**config.mk**
```make
export PLATFORM = sky130hd
export DESIGN_NAME = fpsr_csr
export DESIGN_NICKNAME = d
export VERILOG_FILES = /design/src/rtl/fpsr_pkg.sv /design/src/rtl/fpsr_ctrl_regs.sv /design/src/rtl/fpsr_trap_gen.sv /design/src/rtl/fpsr_exc_slice.sv /design/src/rtl/fpsr_csr.sv
export SDC_FILE = /design/constraint.sdc
export NUM_CORES = 1
export LEC_CHECK = 0
export ABC_AREA = 1
export CORE_MARGIN = 2
export CORE_UTILIZATION = 36
export DETAILED_ROUTE_END_ITERATION = 16
export PLACE_DENSITY = 0.85
export SYNTH_ARGS = -nofsm -noshare
export SYNTH_HDL_FRONTEND = slang
export SYNTH_SLANG_ARGS = --single-unit
export TNS_END_PERCENT = 5
```
**constraint.sdc**
```tcl
create_clock -name clk -period 2.2 [get_ports clk]
set_input_delay 0.22 -clock clk [delete_from_list [all_inputs] [get_ports clk]]
set_output_delay 0.22 -clock clk [all_outputs]
set_load 0.01 [all_outputs]
```
**src/rtl/fpsr_pkg.sv**
```systemverilog
package fpsr_pkg;
   localparam int unsigned CLASS_INVALID  = 0;
   localparam int unsigned CLASS_OVERFLOW = 1;
   localparam int unsigned CLASS_DIVZERO  = 2;
   localparam int unsigned CLASS_UNDERFL  = 3;
   localparam int unsigned CLASS_INEXACT  = 4;

   localparam int unsigned RM_W = 2;

   typedef enum logic [RM_W-1:0] {
      RND_NEAREST  = 2'b00,
      RND_ZERO     = 2'b01,
      RND_POS_INF  = 2'b10,
      RND_NEG_INF  = 2'b11
   } rnd_mode_e;
endpackage

```
**src/rtl/fpsr_ctrl_regs.sv**
```systemverilog
module fpsr_ctrl_regs
   import fpsr_pkg::*;
#(
   parameter int unsigned N_MASK = 5
) (
   input  logic              clk,
   input  logic              rst_n,
   input  logic              wr_en,
   input  logic [RM_W-1:0]   wr_rm,
   input  logic              wr_flush,
   input  logic [N_MASK-1:0] wr_enable,
   output rnd_mode_e         rm_q,
   output logic              flush_q,
   output logic [N_MASK-1:0] enable_q
);
   always_ff @(posedge clk) begin
      if (!rst_n) begin
         rm_q     <= RND_NEAREST;
         flush_q  <= 1'b0;
         enable_q <= '0;
      end else if (wr_en) begin
         rm_q     <= rnd_mode_e'(wr_rm);
         flush_q  <= wr_flush;
         enable_q <= wr_enable;
      end
   end

   AST_CTRL_HOLD: assert property (@(posedge clk) disable iff (!rst_n)
      !wr_en |=> ($stable(rm_q) && $stable(flush_q) && $stable(enable_q)));
endmodule

```
**src/rtl/fpsr_trap_gen.sv**
```systemverilog
module fpsr_trap_gen #(
   parameter int unsigned N_MASK       = 5,
   parameter bit          UNIMPL_TRAPS = 1'b1,
   localparam int unsigned N_CLASS     = N_MASK + 1
) (
   input  logic               clk,
   input  logic               rst_n,
   input  logic               op_valid,
   input  logic [N_CLASS-1:0] op_exc,
   input  logic               op_denorm,
   input  logic               flush,
   input  logic [N_MASK-1:0]  enable,
   output logic [N_CLASS-1:0] raised,
   output logic               trap_hit,
   output logic               trap_q
);
   logic [N_CLASS-1:0] enable_eff;
   logic               denorm_unimpl;

   generate
      if (UNIMPL_TRAPS) begin : g_unimpl_traps
         assign enable_eff = {1'b1, enable};
      end else begin : g_unimpl_masked
         assign enable_eff = {1'b0, enable};
      end
   endgenerate

   always_comb begin
      denorm_unimpl = op_denorm && !flush;
      raised        = op_exc;
      raised[N_CLASS-1] = op_exc[N_CLASS-1] | denorm_unimpl;
      trap_hit      = op_valid && (|(raised & enable_eff));
   end

   always_ff @(posedge clk) begin
      if (!rst_n) trap_q <= 1'b0;
      else        trap_q <= trap_hit;
   end

   AST_TRAP_AFTER_OP: assert property (@(posedge clk) disable iff (!rst_n)
      trap_q |-> $past(op_valid));
   AST_NO_TRAP_IDLE: assert property (@(posedge clk) disable iff (!rst_n)
      !op_valid |=> !trap_q);
endmodule

```
**src/rtl/fpsr_exc_slice.sv**
```systemverilog
module fpsr_exc_slice #(
   parameter bit HAS_FLAG = 1'b1
) (
   input  logic clk,
   input  logic rst_n,
   input  logic op_valid,
   input  logic raised,
   input  logic trap_hit,
   input  logic wr_en,
   input  logic wr_cause_bit,
   input  logic wr_flag_bit,
   output logic cause_q,
   output logic flag_q
);
   always_ff @(posedge clk) begin
      if (!rst_n)        cause_q <= 1'b0;
      else if (op_valid) cause_q <= raised;
      else if (wr_en)    cause_q <= cause_q & wr_cause_bit;
   end

   generate
      if (HAS_FLAG) begin : g_sticky
         logic kept;
         logic set_now;
         always_comb begin
            kept    = wr_en ? (flag_q & wr_flag_bit) : flag_q;
            set_now = op_valid && raised && !trap_hit;
         end
         always_ff @(posedge clk) begin
            if (!rst_n) flag_q <= 1'b0;
            else        flag_q <= kept | set_now;
         end

         AST_FLAG_KEEP_ON_TRAP: assert property (@(posedge clk) disable iff (!rst_n)
            (op_valid && trap_hit) |=> !$rose(flag_q));
         AST_FLAG_NOT_CLEARED_BY_OP: assert property (@(posedge clk) disable iff (!rst_n)
            (flag_q && !wr_en) |=> flag_q);
      end else begin : g_no_sticky
         logic unused_flag_in;
         assign unused_flag_in = wr_flag_bit;
         assign flag_q = 1'b0;
      end
   endgenerate

   AST_CAUSE_FOLLOWS_OP: assert property (@(posedge clk) disable iff (!rst_n)
      op_valid |=> (cause_q == $past(raised)));
   AST_CAUSE_WRITE_CLEAR_ONLY: assert property (@(posedge clk) disable iff (!rst_n)
      !op_valid |=> !$rose(cause_q));
endmodule

```
**src/rtl/fpsr_csr.sv**
```systemverilog
module fpsr_csr
   import fpsr_pkg::*;
#(
   parameter int unsigned REG_W        = 32,
   parameter int unsigned N_MASK       = 5,
   parameter int unsigned FLUSH_BIT    = 8,
   parameter int unsigned CAUSE_LSB    = 2,
   parameter int unsigned EN_LSB       = 10,
   parameter int unsigned FLAG_LSB     = 16,
   parameter bit          UNIMPL_TRAPS = 1'b1,
   localparam int unsigned N_CLASS     = N_MASK + 1
) (
   input  logic               clk,
   input  logic               rst_n,
   input  logic               csr_wr_en,
   input  logic [REG_W-1:0]   csr_wr_data,
   output logic [REG_W-1:0]   csr_rd_data,
   input  logic               op_valid,
   input  logic [N_CLASS-1:0] op_exc,
   input  logic               op_denorm,
   output logic [RM_W-1:0]    round_mode,
   output logic               flush_denorm,
   output logic               trap_req
);
   initial begin
      assert (CAUSE_LSB >= RM_W && CAUSE_LSB + N_CLASS <= FLUSH_BIT)
         else $error("cause field collides with rounding or flush bits");
      assert (EN_LSB > FLUSH_BIT && EN_LSB + N_MASK <= FLAG_LSB)
         else $error("enable field misplaced");
      assert (FLAG_LSB + N_MASK <= REG_W)
         else $error("flag field exceeds register width");
      assert (N_MASK >= 1 && N_MASK <= 5)
         else $error("N_MASK out of range");
   end

   rnd_mode_e          rm_q;
   logic               flush_q;
   logic [N_MASK-1:0]  enable_q;
   logic [N_CLASS-1:0] raised;
   logic               trap_hit;
   logic [N_CLASS-1:0] cause_vec;
   logic [N_CLASS-1:0] flag_vec;
   logic               unused_top;

   fpsr_ctrl_regs #(.N_MASK(N_MASK)) u_ctrl (
      .clk       (clk),
      .rst_n     (rst_n),
      .wr_en     (csr_wr_en),
      .wr_rm     (csr_wr_data[RM_W-1:0]),
      .wr_flush  (csr_wr_data[FLUSH_BIT]),
      .wr_enable (csr_wr_data[EN_LSB +: N_MASK]),
      .rm_q      (rm_q),
      .flush_q   (flush_q),
      .enable_q  (enable_q)
   );

   fpsr_trap_gen #(.N_MASK(N_MASK), .UNIMPL_TRAPS(UNIMPL_TRAPS)) u_trap (
      .clk       (clk),
      .rst_n     (rst_n),
      .op_valid  (op_valid),
      .op_exc    (op_exc),
      .op_denorm (op_denorm),
      .flush     (flush_q),
      .enable    (enable_q),
      .raised    (raised),
      .trap_hit  (trap_hit),
      .trap_q    (trap_req)
   );

   generate
      for (genvar k = 0; k < N_CLASS; k++) begin : g_class
         localparam bit STICKY = (k < N_MASK);
         logic flag_wbit;
         if (STICKY) begin : g_wf
            assign flag_wbit = csr_wr_data[FLAG_LSB + k];
         end else begin : g_nf
            assign flag_wbit = 1'b1;
         end
         fpsr_exc_slice #(.HAS_FLAG(STICKY)) u_slice (
            .clk          (clk),
            .rst_n        (rst_n),
            .op_valid     (op_valid),
            .raised       (raised[k]),
            .trap_hit     (trap_hit),
            .wr_en        (csr_wr_en),
            .wr_cause_bit (csr_wr_data[CAUSE_LSB + k]),
            .wr_flag_bit  (flag_wbit),
            .cause_q      (cause_vec[k]),
            .flag_q       (flag_vec[k])
         );
      end
   endgenerate

   assign unused_top = flag_vec[N_CLASS-1];

   always_comb begin
      csr_rd_data                        = '0;
      csr_rd_data[RM_W-1:0]              = rm_q;
      csr_rd_data[FLUSH_BIT]             = flush_q;
      csr_rd_data[CAUSE_LSB +: N_CLASS]  = cause_vec;
      csr_rd_data[EN_LSB +: N_MASK]      = enable_q;
      csr_rd_data[FLAG_LSB +: N_MASK]    = flag_vec[N_MASK-1:0];
   end

   assign round_mode   = rm_q;
   assign flush_denorm = flush_q;

   AST_TRAP_HAS_CAUSE: assert property (@(posedge clk) disable iff (!rst_n)
      trap_req |-> (|cause_vec));
   AST_OP_BEATS_WRITE: assert property (@(posedge clk) disable iff (!rst_n)
      (op_valid && csr_wr_en) |=> (cause_vec == $past(raised)));
   AST_RESET_CLEAN: assert property (@(posedge clk)
      !rst_n |=> (csr_rd_data == '0 && !trap_req));
endmodule

```
# Word level (Yosys, flattened, before mapping)
# Index checks and enable logic that the tools add are counted.
[classes]
addsub = 0
mul = 0
div = 0
order_cmp = 0
eq_ne = 0
n_shift = 0
muxes = 17
n_bitwise = 18
reduce_logical = 16
[op_table]
columns = ["op", "count"]
rows = [
  ["two-way mux 1 bit", 17],
  ["logical AND 1 bit", 12],
  ["AND 1 bit", 11],
  ["AND 6 bit", 1],
  ["OR 1 bit", 6],
  ["OR reduction 6 bit", 1],
  ["zero test 1 bit", 2],
  ["nonzero test 2 bit", 1],
]
[totals]
reg_bits = 20
latch_bits = 0
mem_bits_rw = 0
romBits = 0
in_bits = 43
out_inout_bits = 36
word_cells = 66
n_memories = 0

# Logic depth before layout (Yosys ltp)
# Gate-level depths: netlist of the first run.
[logic_depth]
word_depth = 9
depth_mapped = 6
depth_no_buf = 6

# Hierarchy
# A second synthesis of the first run with hierarchy kept.
[unflattened]
cells_unflattened = 185
area_unflattened_um2 = 1197.4
[by_module_without_submodules]
columns = ["mod", "n_inst", "cells_each", "area_per_inst_um2", "seq_area_each_um2"]
rows = [
  ["fpsr_exc_slice at g_class[0].u_slice ...", 5, 16, 100.1, 40.0],
  ["fpsr_ctrl_regs", 1, 51, 356.6, 160.2],
  ["fpsr_trap_gen", 1, 25, 146.4, 20.0],
  ["fpsr_csr", 1, 18, 127.6, 0.0],
  ["fpsr_exc_slice at g_class[5].u_slice", 1, 11, 66.3, 20.0],
]

# Worst setup path after synthesis of the first run
# Ideal clock, no wire load.
[synth_timing]
path_kind = "register -> register"
from = "register u_ctrl.flush_q"
to = "register g_class[0].u_slice.flag_q"
setup_time_ns = 0.072
arrival_ns = 0.874
required_time_ns = 2.128
path_slack_ns = 1.254
path_stages_with_launch = 7
n_path_buf = 0
synth_period_minus_slack_ns = 0.946
path_cell_list = "dfxtp_1 inv_1 nand2_1 nand2_1 nor2_4 nand3_1 a21oi_1"
[synth_between]
elab_chain_cells = 9
[synth_rtl]
columns = ["element", "line", "text"]
rows = [
  ["from (decl)", "fpsr_ctrl_regs.sv:13", "output logic flush_q,"],
  ["from (signal assigned)", "fpsr_ctrl_regs.sv:23", "flush_q <= wr_flush;"],
  ["zero test 1 bit", "fpsr_trap_gen.sv:29", "denorm_unimpl = op_denorm && !flush;"],
  ["logical AND 1 bit", "fpsr_trap_gen.sv:29", ""],
  ["OR 1 bit", "fpsr_trap_gen.sv:31", "raised[N_CLASS-1] = op_exc[N_CLASS-1] | denorm_unimpl;"],
  ["AND 6 bit", "fpsr_trap_gen.sv:32", "trap_hit = op_valid && (|(raised & enable_eff));"],
  ["OR reduction 6 bit", "fpsr_trap_gen.sv:32", ""],
  ["logical AND 1 bit", "fpsr_trap_gen.sv:32", ""],
  ["zero test 1 bit", "fpsr_exc_slice.sv:27", "set_now = op_valid && raised && !trap_hit;"],
  ["logical AND 1 bit", "fpsr_exc_slice.sv:27", ""],
  ["OR 1 bit", "fpsr_exc_slice.sv:31", "else flag_q <= kept | set_now;"],
  ["to (signal assigned)", "fpsr_exc_slice.sv:31", ""],
  ["to (decl)", "fpsr_exc_slice.sv:13", "output logic flag_q"],
]
# Every way passes these cells.
# A chain may end at the register's enable or synchronous reset.

# Worst setup path in the final report of the first run
[layout_timing]
from = "register u_ctrl.enable_q[2]"
to = "output csr_rd_data[12]"
[layout_lines]
columns = ["element", "line", "text"]
rows = [
  ["from (decl)", "fpsr_ctrl_regs.sv:14", "output logic [N_MASK-1:0] enable_q"],
  ["from (signal assigned)", "fpsr_ctrl_regs.sv:24", "enable_q <= wr_enable;"],
  ["to (decl)", "fpsr_csr.sv:17", "output logic [REG_W-1:0] csr_rd_data,"],
]
# No word-level cell between the ends.

==> results.sh, run 1 <==
export IMPL_outcome="finished clean"
export IMPL_critical_path_class="reg -> out"
export IMPL_drv_cap=0
export IMPL_muxShareOfSynthArea=0
export IMPL_setup_viol=0
export IMPL_synth_compound_area_frac=0.181
export IMPL_power_leakage_nw=0.627
export IMPL_cts_hold_buffers=0
export IMPL_crit_fanout=3
export IMPL_reg2reg_depth=6
export IMPL_synthAdderAreaFrac=0
export IMPL_clockPowerShare=0.344
export IMPL_ctsHtreeMaxLevel=1
export IMPL_grt_use_total=0.142
export IMPL_drc=0
export IMPL_nNetsFinal=215
export IMPL_seq_area_frac_synth=0.386
export IMPL_hp_start="csr_wr_data[10]"
export IMPL_dp_hpwl_um=1760
export IMPL_ys_seq_elements=20
export IMPL_ys_types=18
export IMPL_powerDensity_nw_per_um2=604
export IMPL_cp_top_family="buffers and inverters"
export IMPL_path_cells="clkdlybuf4s50_1"
export IMPL_fin_util=0.527
export IMPL_rr_startpoint="u_ctrl.flush_q"
export IMPL_finalCritPeriodShare=0.678
export IMPL_clock_latency_ns=0.31
export IMPL_path_clk_slew_ns=0.12
export IMPL_drive_gt1_frac=0.0585
export IMPL_io_pins=79
export IMPL_grt_overflow=0
export IMPL_die_area_um2=3330
export IMPL_seq_power_share=0.449
export IMPL_cp_arrival_ns=1.27
export IMPL_r2r_end="g_class[0].u_slice.flag_q"
export IMPL_crit_buf_inv=1
export IMPL_num_vias=900
export IMPL_fp_dieH_um=57.7
export IMPL_syn_area_um2=1040
export IMPL_syn_to_final_growth_pct=40.0
export IMPL_die_x_um=57.7
export IMPL_place_ws_ns=0.584
export IMPL_antenna_found_initial=0
export IMPL_synthCells=134
export IMPL_post_cts_buffers=0
export IMPL_required_ns=1.98
export IMPL_synth_top_family_by_area="buffers and inverters"
export IMPL_finClkSkew_ns=0.00953
export IMPL_drv_slew=0
export IMPL_io_buffers=52
export IMPL_core_area_um2=2760
export IMPL_hold_viol=0
export IMPL_synth_area_leaders="dfxtp_1 39%, buf_4 20%, o21ai_0 7.2%"
export IMPL_post_cts_resized=0
export IMPL_routedWlPerCell_um=11.2
export IMPL_wl_um=2270
export IMPL_yosys_warnings=0
export IMPL_final_cell_area_um2=1450
export IMPL_worstSetupStartpointType="flop"
export IMPL_yosysTopAreaCellShare=0.386
export IMPL_clockBufferDepth=2
export IMPL_holdPathStages=3
export IMPL_cts_buffers=3
export IMPL_grt_max_degree=21
export IMPL_fmax_ghz=0.670
export IMPL_worst_slack_ns=0.709
export IMPL_intPower_mw=0.667
export IMPL_critical_path_max_stage_delay_ns=0.56
export IMPL_start_util=0.377
export IMPL_vias_per_cell=4.46
export IMPL_place_congestion=0.737
export IMPL_synth_xor_area_share=0
export IMPL_clock_sinks=20
export IMPL_swShare=0.240
export IMPL_min_to="u_ctrl.enable_q[0]"
export IMPL_fin_setup_tns_ns=0
export IMPL_grt_pass1_wl_um=3670
export IMPL_drt_first_pass_iters=4
export IMPL_hold_path_class="in -> reg"
export IMPL_cp_slowest_cell="clkdlybuf4s50_1"
export IMPL_rsz0062_at_grt="no"
export IMPL_post_dp_cell_area_um2=1400
export IMPL_crit_path_end_kind="primary output"
export IMPL_min_period_ns=1.49
export IMPL_synth_top_area_cell="dfxtp_1"
export IMPL_ff2ff_setup_slack_ns=1.18
export IMPL_synth_simple_area_share=0.154
export IMPL_syn_avg_cell_area_um2=7.75
export IMPL_switching_power_mw=0.211
export IMPL_ir_drop_mv=0.346
export IMPL_diodes=0
export IMPL_postRouteAntennaNets=0
export IMPL_rows=19
export IMPL_tritoncts="yes"
export IMPL_grt_pass1_vias=852
export IMPL_comb_power_share=0.206
export IMPL_drt_initial_drc_count=18
export IMPL_cts_root_buf="clkbuf_4"
## kinds of logic after synthesis
group | Yosys count
DFF | 20
and+or+nand+nor | 38
buffers and inverters | 43
AOI/OAI and AO/OA | 32
other | 1
## sequential cells by signal (all words and copies together), names as in the netlist
signal and flops:
g_class.u_slice.cause_q 6, u_ctrl.flush_q 1, u_ctrl.enable_q 5, u_trap.trap_q 1, g_class.u_slice.flag_q 5, u_ctrl.rm_q 2
## power by group through the flow
stage	sequential, mW	combinational [mW]	clock (mW)
6_report	0.395	0.181	0.302
3_3_place_gp	0.402	0.180	0
4_1_cts	0.395	0.183	0.307
5_1_grt	0.398	0.198	0.328
3_5_place_dp	0.403	0.182	0
2_1_floorplan	0.406	0.105	0
## metrics by stage
step	cells	hold slack, ns	power [mW]
2_1_floorplan	146	0.355	0.511
3_3_place_gp	198	0.469	0.582
3_5_place_dp	198	0.469	0.585
4_1_cts	202	0.480	0.885
5_1_grt	202	0.494	0.924
6_report	202	0.485	0.878
## area by class of cell
cell class	instances	area [um2]
clock buffers	3	22.5
clock inverters	1	30.0
fillers	294	1300
inverters	12	45.0
multi-input cells	83	397
flip-flops and latches	20	400
well taps	31	38.8
repair buffers	52	520
## how the worst max path moves through the flow
stage                                             to          startpoint  depth (start not counted)  slack [ns]
after floorplan            g_class[0].u_slice.flag_q      u_ctrl.flush_q                          6        1.25
after global placement    g_class[1].u_slice.cause_q               rst_n                          3        0.62
after detailed placement  g_class[1].u_slice.cause_q               rst_n                          3        0.58
after CTS                            csr_rd_data[12]  u_ctrl.enable_q[2]                          1        0.72
after global routing                 csr_rd_data[12]  u_ctrl.enable_q[2]                          1        0.66
final                                csr_rd_data[12]  u_ctrl.enable_q[2]                          1        0.71
## cell usage after synthesis (all sizes together)
master / number
nand2: 16
dfxtp: 20
nand3: 6
conb: 1
clkinv: 1
buf: 30
o21ai: 18
clkbuf: 1
o211ai: 5
inv: 11
nor2: 16
a21oi: 9
## placed cells by master, fill, tap and decap left out
| master | n |
|---|---|
| a21oi_1 | 9 |
| bufinv_16 | 1 |
| clkbuf_4 | 3 |
| clkdlybuf4s50_1 | 52 |
| clkinv_1 | 1 |
| conb_1 | 13 |
| dfxtp_1 | 20 |
| inv_1 | 10 |
| inv_2 | 1 |
| nand2_1 | 16 |
| nand3_1 | 6 |
| nor2_1 | 14 |
| nor2_2 | 1 |
| nor2_4 | 1 |
| o211ai_1 | 2 |
| o211ai_2 | 3 |
| o21ai_0 | 15 |
| o21ai_1 | 3 |
## metal layers
| metal | wire length (um) | global-route usage |
|---|---|---|
| met1 | 988 | 0.166 |
| met2 | 1060 | 0.242 |
| met3 | 195 | 0.0402 |
| met4 | 27 | 0.0598 |
| met5 | 0 | 0 |
Note: power is estimated with default switching activity, not from simulation.
==> run 2, diff against run 1 <==
CORE_UTILIZATION = 30   (was 36)
PLACE_DENSITY = 0.76   (was 0.85)
clock period = 1.2 ns   (was 2.2 ns; I/O delays follow)
==> results.sh, run 2 (synthesis results as in run 1) <==
export IMPL_outcome="finished clean"
export IMPL_finalCritPeriodShare=0.926
export IMPL_cts_root_buf="clkbuf_4"
export IMPL_regArea_um2=403
export IMPL_ctsHtreeMaxLevel=1
export IMPL_hold_path_class="in -> reg"
export IMPL_drc=0
export IMPL_powerDensity_nw_per_um2=1060
export IMPL_hp_start="csr_wr_data[10]"
export IMPL_drt_initial_drc_count=14
export IMPL_start_util=0.311
export IMPL_largest_reg_flops=6
export IMPL_antenna_found_initial=0
export IMPL_cp_slowest_cell="dfxtp_1"
export IMPL_grt_use_total=0.118
export IMPL_path_cells="dlygate4sd2_1"
export IMPL_routedWlPerCell_um=10.3
export IMPL_rows=21
export IMPL_rsz0062_at_grt="no"
export IMPL_cp_top_family="flip-flops"
export IMPL_vias_per_cell=4.12
export IMPL_grt_max_degree=21
export IMPL_finClkSkew_ns=0.00530
export IMPL_place_congestion=0.802
export IMPL_required_ns=1.08
export IMPL_fill_cells=355
export IMPL_syn_to_final_growth_pct=45.4
export IMPL_diodes=0
export IMPL_multiInputGateArea_um2=397
export IMPL_total_power_mw=1.61
export IMPL_drive_gt1_frac=0.112
export IMPL_grt_overflow=0
export IMPL_worstSetupStartpointType="flop"
export IMPL_startpoint="u_ctrl.enable_q[0]"
export IMPL_die_x_um=62.8
export IMPL_final_cell_mix="29 x clkdlybuf4s50_1, 22 x dlygate4sd2_1, 18 x dfxtp_1"
export IMPL_drv_cap=0
export IMPL_placed_cells=221
export IMPL_min_period_ns=1.11
export IMPL_critical_path_max_stage_delay_ns=0.39
export IMPL_drt_first_pass_iters=2
export IMPL_post_dp_cell_area_um2=1480
export IMPL_hold_viol=0
export IMPL_ir_drop_mv=0.416
export IMPL_grt_pass1_vias=848
export IMPL_grt_pass1_wl_um=3650
export IMPL_crit_buf_inv=1
export IMPL_drv_slew=0
export IMPL_critical_path_class="reg -> out"
export IMPL_crit_fanout=3
export IMPL_rr_startpoint="u_ctrl.flush_q"
export IMPL_cts_hold_buffers=0
export IMPL_final_cell_area_um2=1510
export IMPL_crit_path_end_kind="primary output"
export IMPL_core_area_um2=3340
export IMPL_io_pins=79
export IMPL_fin_setup_tns_ns=0
export IMPL_clockBufferDepth=2
export IMPL_clock_sinks=20
export IMPL_fp_dieH_um=62.8
export IMPL_io_buffers=52
export IMPL_path_clk_slew_ns=0.12
export IMPL_dp_hpwl_um=1840
export IMPL_tritoncts="yes"
export IMPL_die_area_um2=3950
export IMPL_clock_latency_ns=0.31
export IMPL_num_vias=928
export IMPL_largest_register="g_class.u_slice.cause_q"
export IMPL_top_regs="g_class.u_slice.cause_q x6, g_class.u_slice.flag_q x5, u_ctrl.enable_q x5"
export IMPL_nNetsFinal=223
export IMPL_setup_viol=0
export IMPL_fmax_ghz=0.900
export IMPL_final_common_cell="clkdlybuf4s50_1"
export IMPL_power_leakage_nw=0.762
export IMPL_stdcell_count=225
export IMPL_wl_um=2330
export IMPL_cts_buffers=3
export IMPL_postRouteAntennaNets=0
export IMPL_cp_arrival_ns=0.99
==> run 2: changes by cell type in the layout (fill, tap and decap cells not counted), sizes merged <==
cell	change
dlymetal6s2s	+1
dlygate4sd2	+22
clkdlybuf4s50	-23
buf	+8
==> run 2: area by class of cell <==
class,instances,share of cell area
clock buffer,3,0.0149
timing repair buffer,60,0.368
sequential,20,0.267
tap,46,0.0381
inverter,12,0.0298
multi-input combinational,83,0.263
clock inverter,1,0.0199
==> run 2: metal layers <==
metal / GRT usage / part of all wire
met4: 0.0500 / 0.016
met5: 0 / 0
met2: 0.202 / 0.47
met1: 0.135 / 0.44
met3: 0.0360 / 0.071
==> run 2: stage by stage <==
step	utilization	hold slack (ns)	worst slack, ns
floorplan	-	0.255	0.254
global placement	0.444	0.472	-0.00647
detailed placement	0.444	0.477	-0.0407
CTS	0.452	0.374	-0.140
global route	0.453	0.380	0.0362
finish	0.453	0.379	0.0885
==> run 2: timing repair <==
action                     CTS  global route
setup endpoints to repair   23             1
gates resized for setup     24             1
setup buffers                0             0
==> run 2: worst paths after layout <==
kind	endpoint	slack [ns]	cells past startpoint
setup reg to reg	g_class[1].u_slice.flag_q	0.19	6
hold reg to reg	g_class[5].u_slice.cause_q	0.49	2
hold / removal	u_ctrl.enable_q[0]	0.38	3
setup / recovery	csr_rd_data[10]	0.09	1
==> run 2: power by group <==
group / internal (mW) / leakage, nW / switching, mW
Clock: 0.338 / 0.0279 / 0.225
Sequential: 0.702 / 0.165 / 0.0210
Combinational: 0.172 / 0.568 / 0.150
